===== src/rtl/gxs_pkg.sv =====
package gxs_pkg;

    // Sequencer states
    typedef enum logic [2:0] {
        S_IDLE,     // after reset, nothing programmed
        S_ARM,      // control word taken, request follows
        S_CYC,      // request out, waiting for grant
        S_GNT,      // granted, waiting for grant removal
        S_POST,     // cycle closed, address advance
        S_HOST,     // waiting for host port access
        S_DONE      // count exhausted
    } seq_state_t;

    // Registered bus-side control outputs
    typedef struct packed {
        logic req;
        logic addr_en;
        logic drive;
        logic wr_n;
        logic step;
        logic done;
        logic busy;
    } bus_ctl_t;

    localparam bus_ctl_t CTL_RESET = '{
        req: 1'b0, addr_en: 1'b0, drive: 1'b0, wr_n: 1'b1,
        step: 1'b0, done: 1'b0, busy: 1'b0
    };

    // States in which a memory cycle owns the address lines
    function automatic logic in_window(input seq_state_t s);
        return (s == S_CYC) || (s == S_GNT);
    endfunction

    // Output decode for a given (next) state
    function automatic bus_ctl_t decode_ctl(input seq_state_t s, input logic is_wr);
        bus_ctl_t c;
        c = CTL_RESET;
        case (s)
            S_CYC: begin
                c.req     = 1'b1;
                c.addr_en = 1'b1;
                c.drive   = is_wr;
                c.wr_n    = ~is_wr;
                c.busy    = 1'b1;
            end
            S_GNT: begin
                c.addr_en = 1'b1;
                c.drive   = is_wr;
                c.wr_n    = ~is_wr;
                c.busy    = 1'b1;
            end
            S_ARM, S_HOST: begin
                c.busy = 1'b1;
            end
            S_POST: begin
                c.step = 1'b1;
                c.busy = 1'b1;
            end
            S_DONE: begin
                c.done = 1'b1;
            end
            default: begin
                c = CTL_RESET;
            end
        endcase
        return c;
    endfunction

endpackage


===== src/rtl/gxs_xfer_cnt.sv =====
module gxs_xfer_cnt #(
    parameter int CNT_W = 8
) (
    input  logic             clk,
    input  logic             rst,
    input  logic             load,
    input  logic [CNT_W-1:0] load_val,
    input  logic             dec,
    output logic             load_is_zero,
    output logic             cnt_zero
);
    logic [CNT_W-1:0] remain_q;

    assign load_is_zero = (load_val == '0);
    assign cnt_zero     = (remain_q == '0);

    always_ff @(posedge clk) begin
        if (rst) begin
            remain_q <= '0;
        end else if (load) begin
            remain_q <= load_val;
        end else if (dec && !cnt_zero) begin
            remain_q <= remain_q - CNT_W'(1);
        end
    end
endmodule


===== src/rtl/gxs_data_regs.sv =====
module gxs_data_regs #(
    parameter int DATA_W = 16
) (
    input  logic              clk,
    input  logic              rst,
    input  logic              rd_cap,
    input  logic [DATA_W-1:0] bus_din,
    input  logic              wr_load,
    input  logic [DATA_W-1:0] host_din,
    output logic [DATA_W-1:0] rd_word,
    output logic [DATA_W-1:0] wr_word
);
    always_ff @(posedge clk) begin
        if (rst) begin
            rd_word <= '0;
            wr_word <= '0;
        end else begin
            if (rd_cap) begin
                rd_word <= bus_din;
            end
            if (wr_load) begin
                wr_word <= host_din;
            end
        end
    end
endmodule


===== src/rtl/gxs_ctrl.sv =====
module gxs_ctrl
    import gxs_pkg::*;
(
    input  logic     clk,
    input  logic     rst,
    input  logic     ctl_load,
    input  logic     ctl_dir,
    input  logic     load_is_zero,
    input  logic     bus_grant,
    input  logic     host_ack,
    input  logic     cnt_zero,
    output bus_ctl_t ctl_q,
    output logic     cnt_dec,
    output logic     rd_cap_en,
    output logic     wr_load
);
    seq_state_t state_q, state_d;
    logic       dir_q, dir_d;

    always_comb begin
        state_d = state_q;
        dir_d   = dir_q;
        if (ctl_load) begin
            // a new control word always wins, including mid-cycle (abort)
            dir_d   = ctl_dir;
            state_d = load_is_zero ? S_DONE : S_ARM;
        end else begin
            case (state_q)
                S_IDLE: state_d = S_IDLE;
                S_ARM:  state_d = S_CYC;
                S_CYC:  state_d = bus_grant ? S_GNT : S_CYC;
                S_GNT:  state_d = bus_grant ? S_GNT : S_POST;
                S_POST: state_d = cnt_zero ? S_DONE : S_HOST;
                S_HOST: state_d = host_ack ? S_CYC : S_HOST;
                S_DONE: state_d = S_DONE;
                default: state_d = S_IDLE;
            endcase
        end
    end

    // count one word when the grant is withdrawn
    assign cnt_dec   = !ctl_load && (state_q == S_GNT) && !bus_grant;
    assign rd_cap_en = !dir_q && in_window(state_q);
    assign wr_load   = ctl_load || ((state_q == S_HOST) && host_ack);

    always_ff @(posedge clk) begin
        if (rst) begin
            state_q <= S_IDLE;
            dir_q   <= 1'b0;
            ctl_q   <= CTL_RESET;
        end else begin
            state_q <= state_d;
            dir_q   <= dir_d;
            ctl_q   <= decode_ctl(state_d, dir_d);
        end
    end
endmodule


===== src/rtl/gbus_xfer_seq.sv =====
module gbus_xfer_seq
    import gxs_pkg::*;
#(
    parameter int DATA_W = 16,
    parameter int CNT_W  = 8
) (
    input  logic              clk,
    input  logic              rst,
    input  logic              ctl_load,
    input  logic              ctl_dir,
    input  logic [CNT_W-1:0]  ctl_count,
    input  logic              host_ack,
    input  logic [DATA_W-1:0] host_wdata,
    input  logic              bus_grant,
    input  logic              bus_strobe,
    input  logic [DATA_W-1:0] bus_rdata,
    output logic              bus_req,
    output logic              bus_addr_en,
    output logic              bus_drive,
    output logic              bus_wr_n,
    output logic [DATA_W-1:0] bus_wdata,
    output logic [DATA_W-1:0] rd_word,
    output logic              addr_step,
    output logic              done,
    output logic              busy
);
    bus_ctl_t ctl;
    logic     load_is_zero, cnt_zero, cnt_dec, rd_cap_en, wr_load;

    gxs_ctrl u_ctrl (
        .clk          (clk),
        .rst          (rst),
        .ctl_load     (ctl_load),
        .ctl_dir      (ctl_dir),
        .load_is_zero (load_is_zero),
        .bus_grant    (bus_grant),
        .host_ack     (host_ack),
        .cnt_zero     (cnt_zero),
        .ctl_q        (ctl),
        .cnt_dec      (cnt_dec),
        .rd_cap_en    (rd_cap_en),
        .wr_load      (wr_load)
    );

    gxs_xfer_cnt #(.CNT_W(CNT_W)) u_cnt (
        .clk          (clk),
        .rst          (rst),
        .load         (ctl_load),
        .load_val     (ctl_count),
        .dec          (cnt_dec),
        .load_is_zero (load_is_zero),
        .cnt_zero     (cnt_zero)
    );

    gxs_data_regs #(.DATA_W(DATA_W)) u_regs (
        .clk      (clk),
        .rst      (rst),
        .rd_cap   (rd_cap_en && bus_strobe),
        .bus_din  (bus_rdata),
        .wr_load  (wr_load),
        .host_din (host_wdata),
        .rd_word  (rd_word),
        .wr_word  (bus_wdata)
    );

    assign bus_req     = ctl.req;
    assign bus_addr_en = ctl.addr_en;
    assign bus_drive   = ctl.drive;
    assign bus_wr_n    = ctl.wr_n;
    assign addr_step   = ctl.step;
    assign done        = ctl.done;
    assign busy        = ctl.busy;
endmodule


===== config.mk =====
export PLATFORM = sky130hd
export DESIGN_NAME = gbus_xfer_seq
export DESIGN_NICKNAME = d
export VERILOG_FILES = /design/src/rtl/gxs_pkg.sv /design/src/rtl/gxs_xfer_cnt.sv /design/src/rtl/gxs_data_regs.sv /design/src/rtl/gxs_ctrl.sv /design/src/rtl/gbus_xfer_seq.sv
export SDC_FILE = /design/constraint.sdc
export NUM_CORES = 1
export LEC_CHECK = 0
export CAP_MARGIN = 20
export CORE_ASPECT_RATIO = 2
export CORE_MARGIN = 3
export CORE_UTILIZATION = 35
export CTS_CLUSTER_DIAMETER = 100
export DETAILED_ROUTE_END_ITERATION = 10
export GPL_ROUTABILITY_DRIVEN = 1
export PLACE_DENSITY_LB_ADDON = 0.1
export SYNTH_ARGS = -nofsm -noshare
export SYNTH_HDL_FRONTEND = slang
export SYNTH_SLANG_ARGS = --single-unit

===== constraint.sdc =====
create_clock -name clk -period 3.49 [get_ports clk]
set_input_delay 0.5235 -clock clk [delete_from_list [all_inputs] [get_ports clk]]
set_output_delay 0.5235 -clock clk [all_outputs]
set_load 0.1 [all_outputs]

==> metrics.txt <==
FMAX=0.434 GHz; Tmin final=2.30 ns; DR iter-0 viols=64; Largest stage delay, worst path=1.16 ns; clk buf depth=2; most frequent cells in the layout=clkdlybuf4s50_1 (84), dfxtp_1 (51), nand2_1 (36); VDD IR max=317 µV; WP data required=2.97 ns; Vias/cell=4.86; max cap viols=0; path type of the worst setup path=reg2out; Layout area overhead=49.3%; routability cong.=0.792; Post-Synthesis Cells=237; total negative slack=0 ns; Net Switching=0.394 mW; fin crit share=66.0%; grt ovf=0; Final ANT Viol Nets=0; TritonCTS clock tree=built; clock slew at reported path FFs=0.07 ns; drt drc=0; Pins Over Slew Limit=0; # setup viols final=0; Clock Sinks=51; io pins=86; Routed Wire Length=5.53 mm; R2R depth=3; Net Count, Synth=286; worst-margin pin slew=1.01 ns; crit-path max FO=2; synth unique cells=47; share of total power in sequential cells=42.5%; Root Buffer=clkbuf_16; total core area=6060 µm²; Die W=61.9 µm; fin nets=366; CTS Hold Bufs=0; synthesized area=2190 µm²; Bufs and invs on worst path=1; unrepaired setup endpoints after global routing=no; synthesized flop and latch total=51; mean post-synth cell area=9.24 µm²; Seq/Total Area, Yosys=46.6%; clock latency at the later pin of the worst-skew pair=0.29 ns; most common cell after layout, fill and taps aside=clkdlybuf4s50_1; outcome=finished, final reports clean; area of the multi-input gates=1080 µm²; Die ar.=7300 µm²; antenna cells=0; critical path's top delay family=buffers and inverters; Routed WL per cell=13.8 µm; CTS buffer count=5; WHS Path Cells=2; Clk pwr share=39.3%; worst min path class=reg2reg; power share of the combinational group=18.3%; largest net degree at the start of global routing=48; die height=118 µm; critical path arrival=1.78 ns; Sw Share=27.0%; Initial DRT Pass Iterations=4; first-pass GRT wire length=8.89 mm; total global-route track usage=16.1%; Rows=40; vias in the first global route=1,915; pwr/cell area=447 nW/µm²; Lkg Pwr=1.20 nW; final hold vios=0; via count of the routed design=1,953; antenna violations before repair=0; post-CTS setup repair buffer count=0; Pwr Total=1.46 mW; Int Pwr=1.07 mW; Critical-path top delay cell=clkdlybuf4s50_1; dpl hpwl=4.17 mm; crit start category=flop; register area=1020 µm²; Max-slew headroom=32.4%; share of cells above drive strength 1=6.92%; CTS resizes=0; Final Util=54.0%; clk_skew=0.00389 ns; Fill cells=589; worst-path cell chain=clkdlybuf4s50_1; Initial Utilization=36.2%; Crit path depth=1; Crit. End Element=output port; yosys warns=0; H-tree levels=2; # port buffers=85
state kept, by name, indices dropped and copies added, names as in the netlist:
register and count:
u_regs.wr_word 16, u_ctrl.state_q 3, u_regs.rd_word 16, u_cnt.remain_q 8, u_ctrl.ctl_q 7, u_ctrl.dir_q 1
kinds of logic after synthesis:
logic type,Yosys count,synth area share [%]
adder cells (fa/ha/maj),2,1.14
multiplexers,21,9.59
flip-flops,51,46.6
XOR/XNOR,3,1.20
AND/OR/NAND/NOR,95,23.2
buffers and inverters,21,4.11
AO/OA/AOI/OAI,44,14.2
final timing paths:
path                       from            endpoint  slack, ns
max           u_regs.wr_word[6]        bus_wdata[6]       1.19
min          u_regs.rd_word[14]  u_regs.rd_word[14]       0.45
max reg2reg   u_ctrl.state_q[1]  u_regs.wr_word[11]       1.49
min reg2reg  u_regs.rd_word[14]  u_regs.rd_word[14]       0.45
final cells by class:
cell class,instances,area share (%)
multi-input cells,165,33.0
flip-flops and latches,51,31.2
repair buffers,87,26.3
clock buffers,6,4.25
well taps,84,3.21
clock inverters,2,1.19
inverters,7,0.803
worst reg2reg max path: stages, from the launching register on:
cell     delay, ns
dfxtp_1       0.65
o31a_1        0.87
mux2i_1       0.29
nor2_1        0.05
metal layers:
| metal | part of all wire, % | vias to the layer above | track usage [%] |
|---|---|---|---|
| met2 | 57 | 51 | 28.8 |
| met1 | 37 | 906 | 16.1 |
| met5 | 0 | - | 0 |
| met3 | 4.4 | 9 | 4.72 |
| li1 | - | 987 | - |
| met4 | 2.2 | 0 | 6.77 |
power groups by stage:
stage,Sequential [mW],Combinational [mW],Clock [mW]
2_1_floorplan,0.727,0.0765,0
5_1_grt,0.623,0.284,0.610
3_5_place_dp,0.634,0.269,0
4_1_cts,0.620,0.270,0.593
6_report,0.620,0.267,0.573
3_3_place_gp,0.633,0.268,0
cells in the mapped netlist, drive strengths merged:
| library cell | instances | area share [%] |
|---|---|---|
| a211oi | 7 | 2.4 |
| clkinv | 1 | 0.17 |
| a21oi | 21 | 4.8 |
| nand3b | 3 | 1.0 |
| clkbuf | 9 | 1.5 |
| dfxtp | 51 | 47 |
| nor2 | 27 | 4.6 |
| or3 | 3 | 0.86 |
| xor2 | 1 | 0.40 |
| mux2i | 21 | 9.6 |
| o2111ai | 1 | 1.2 |
| nor3 | 4 | 0.91 |
| xnor2 | 2 | 0.80 |
| nand2b | 2 | 0.57 |
| nor4 | 2 | 1.3 |
| and3 | 2 | 0.80 |
| inv | 6 | 1.0 |
| nand4b | 2 | 0.80 |
| nand4 | 1 | 0.29 |
| nand3 | 2 | 0.46 |
| a311oi | 3 | 1.2 |
| o31a | 1 | 0.40 |
| o21bai | 1 | 0.34 |
| nor3b | 2 | 0.91 |
| nor2b | 2 | 0.57 |
| and4 | 1 | 0.40 |
| o2bb2ai | 1 | 0.40 |
| nor4b | 2 | 1.1 |
| a2111oi | 1 | 0.69 |
| nand2 | 36 | 6.2 |
| buf | 5 | 1.4 |
| o211ai | 2 | 0.91 |
| ha | 2 | 1.1 |
| or2b | 1 | 0.34 |
| o211a | 1 | 0.46 |
| and4bb | 1 | 0.57 |
| nand4bb | 1 | 1.3 |
| o21a | 2 | 0.69 |
| or2 | 1 | 0.29 |
| o21ai | 3 | 0.69 |
per-stage QoR:
stage | cell area, µm² | cells | hold slack (ns) | worst slack (ns)
6_report | 3270 | 402 | 0.453 | 1.19
5_1_grt | 3270 | 402 | 0.479 | 1.14
4_1_cts | 3270 | 402 | 0.456 | 1.16
3_5_place_dp | 3090 | 394 | 0.448 | 1.02
3_3_place_gp | 3090 | 394 | 0.440 | 1.04
2_1_floorplan | 2190 | 237 | 0.495 | 1.78
Power figures use the tool's default switching activity.
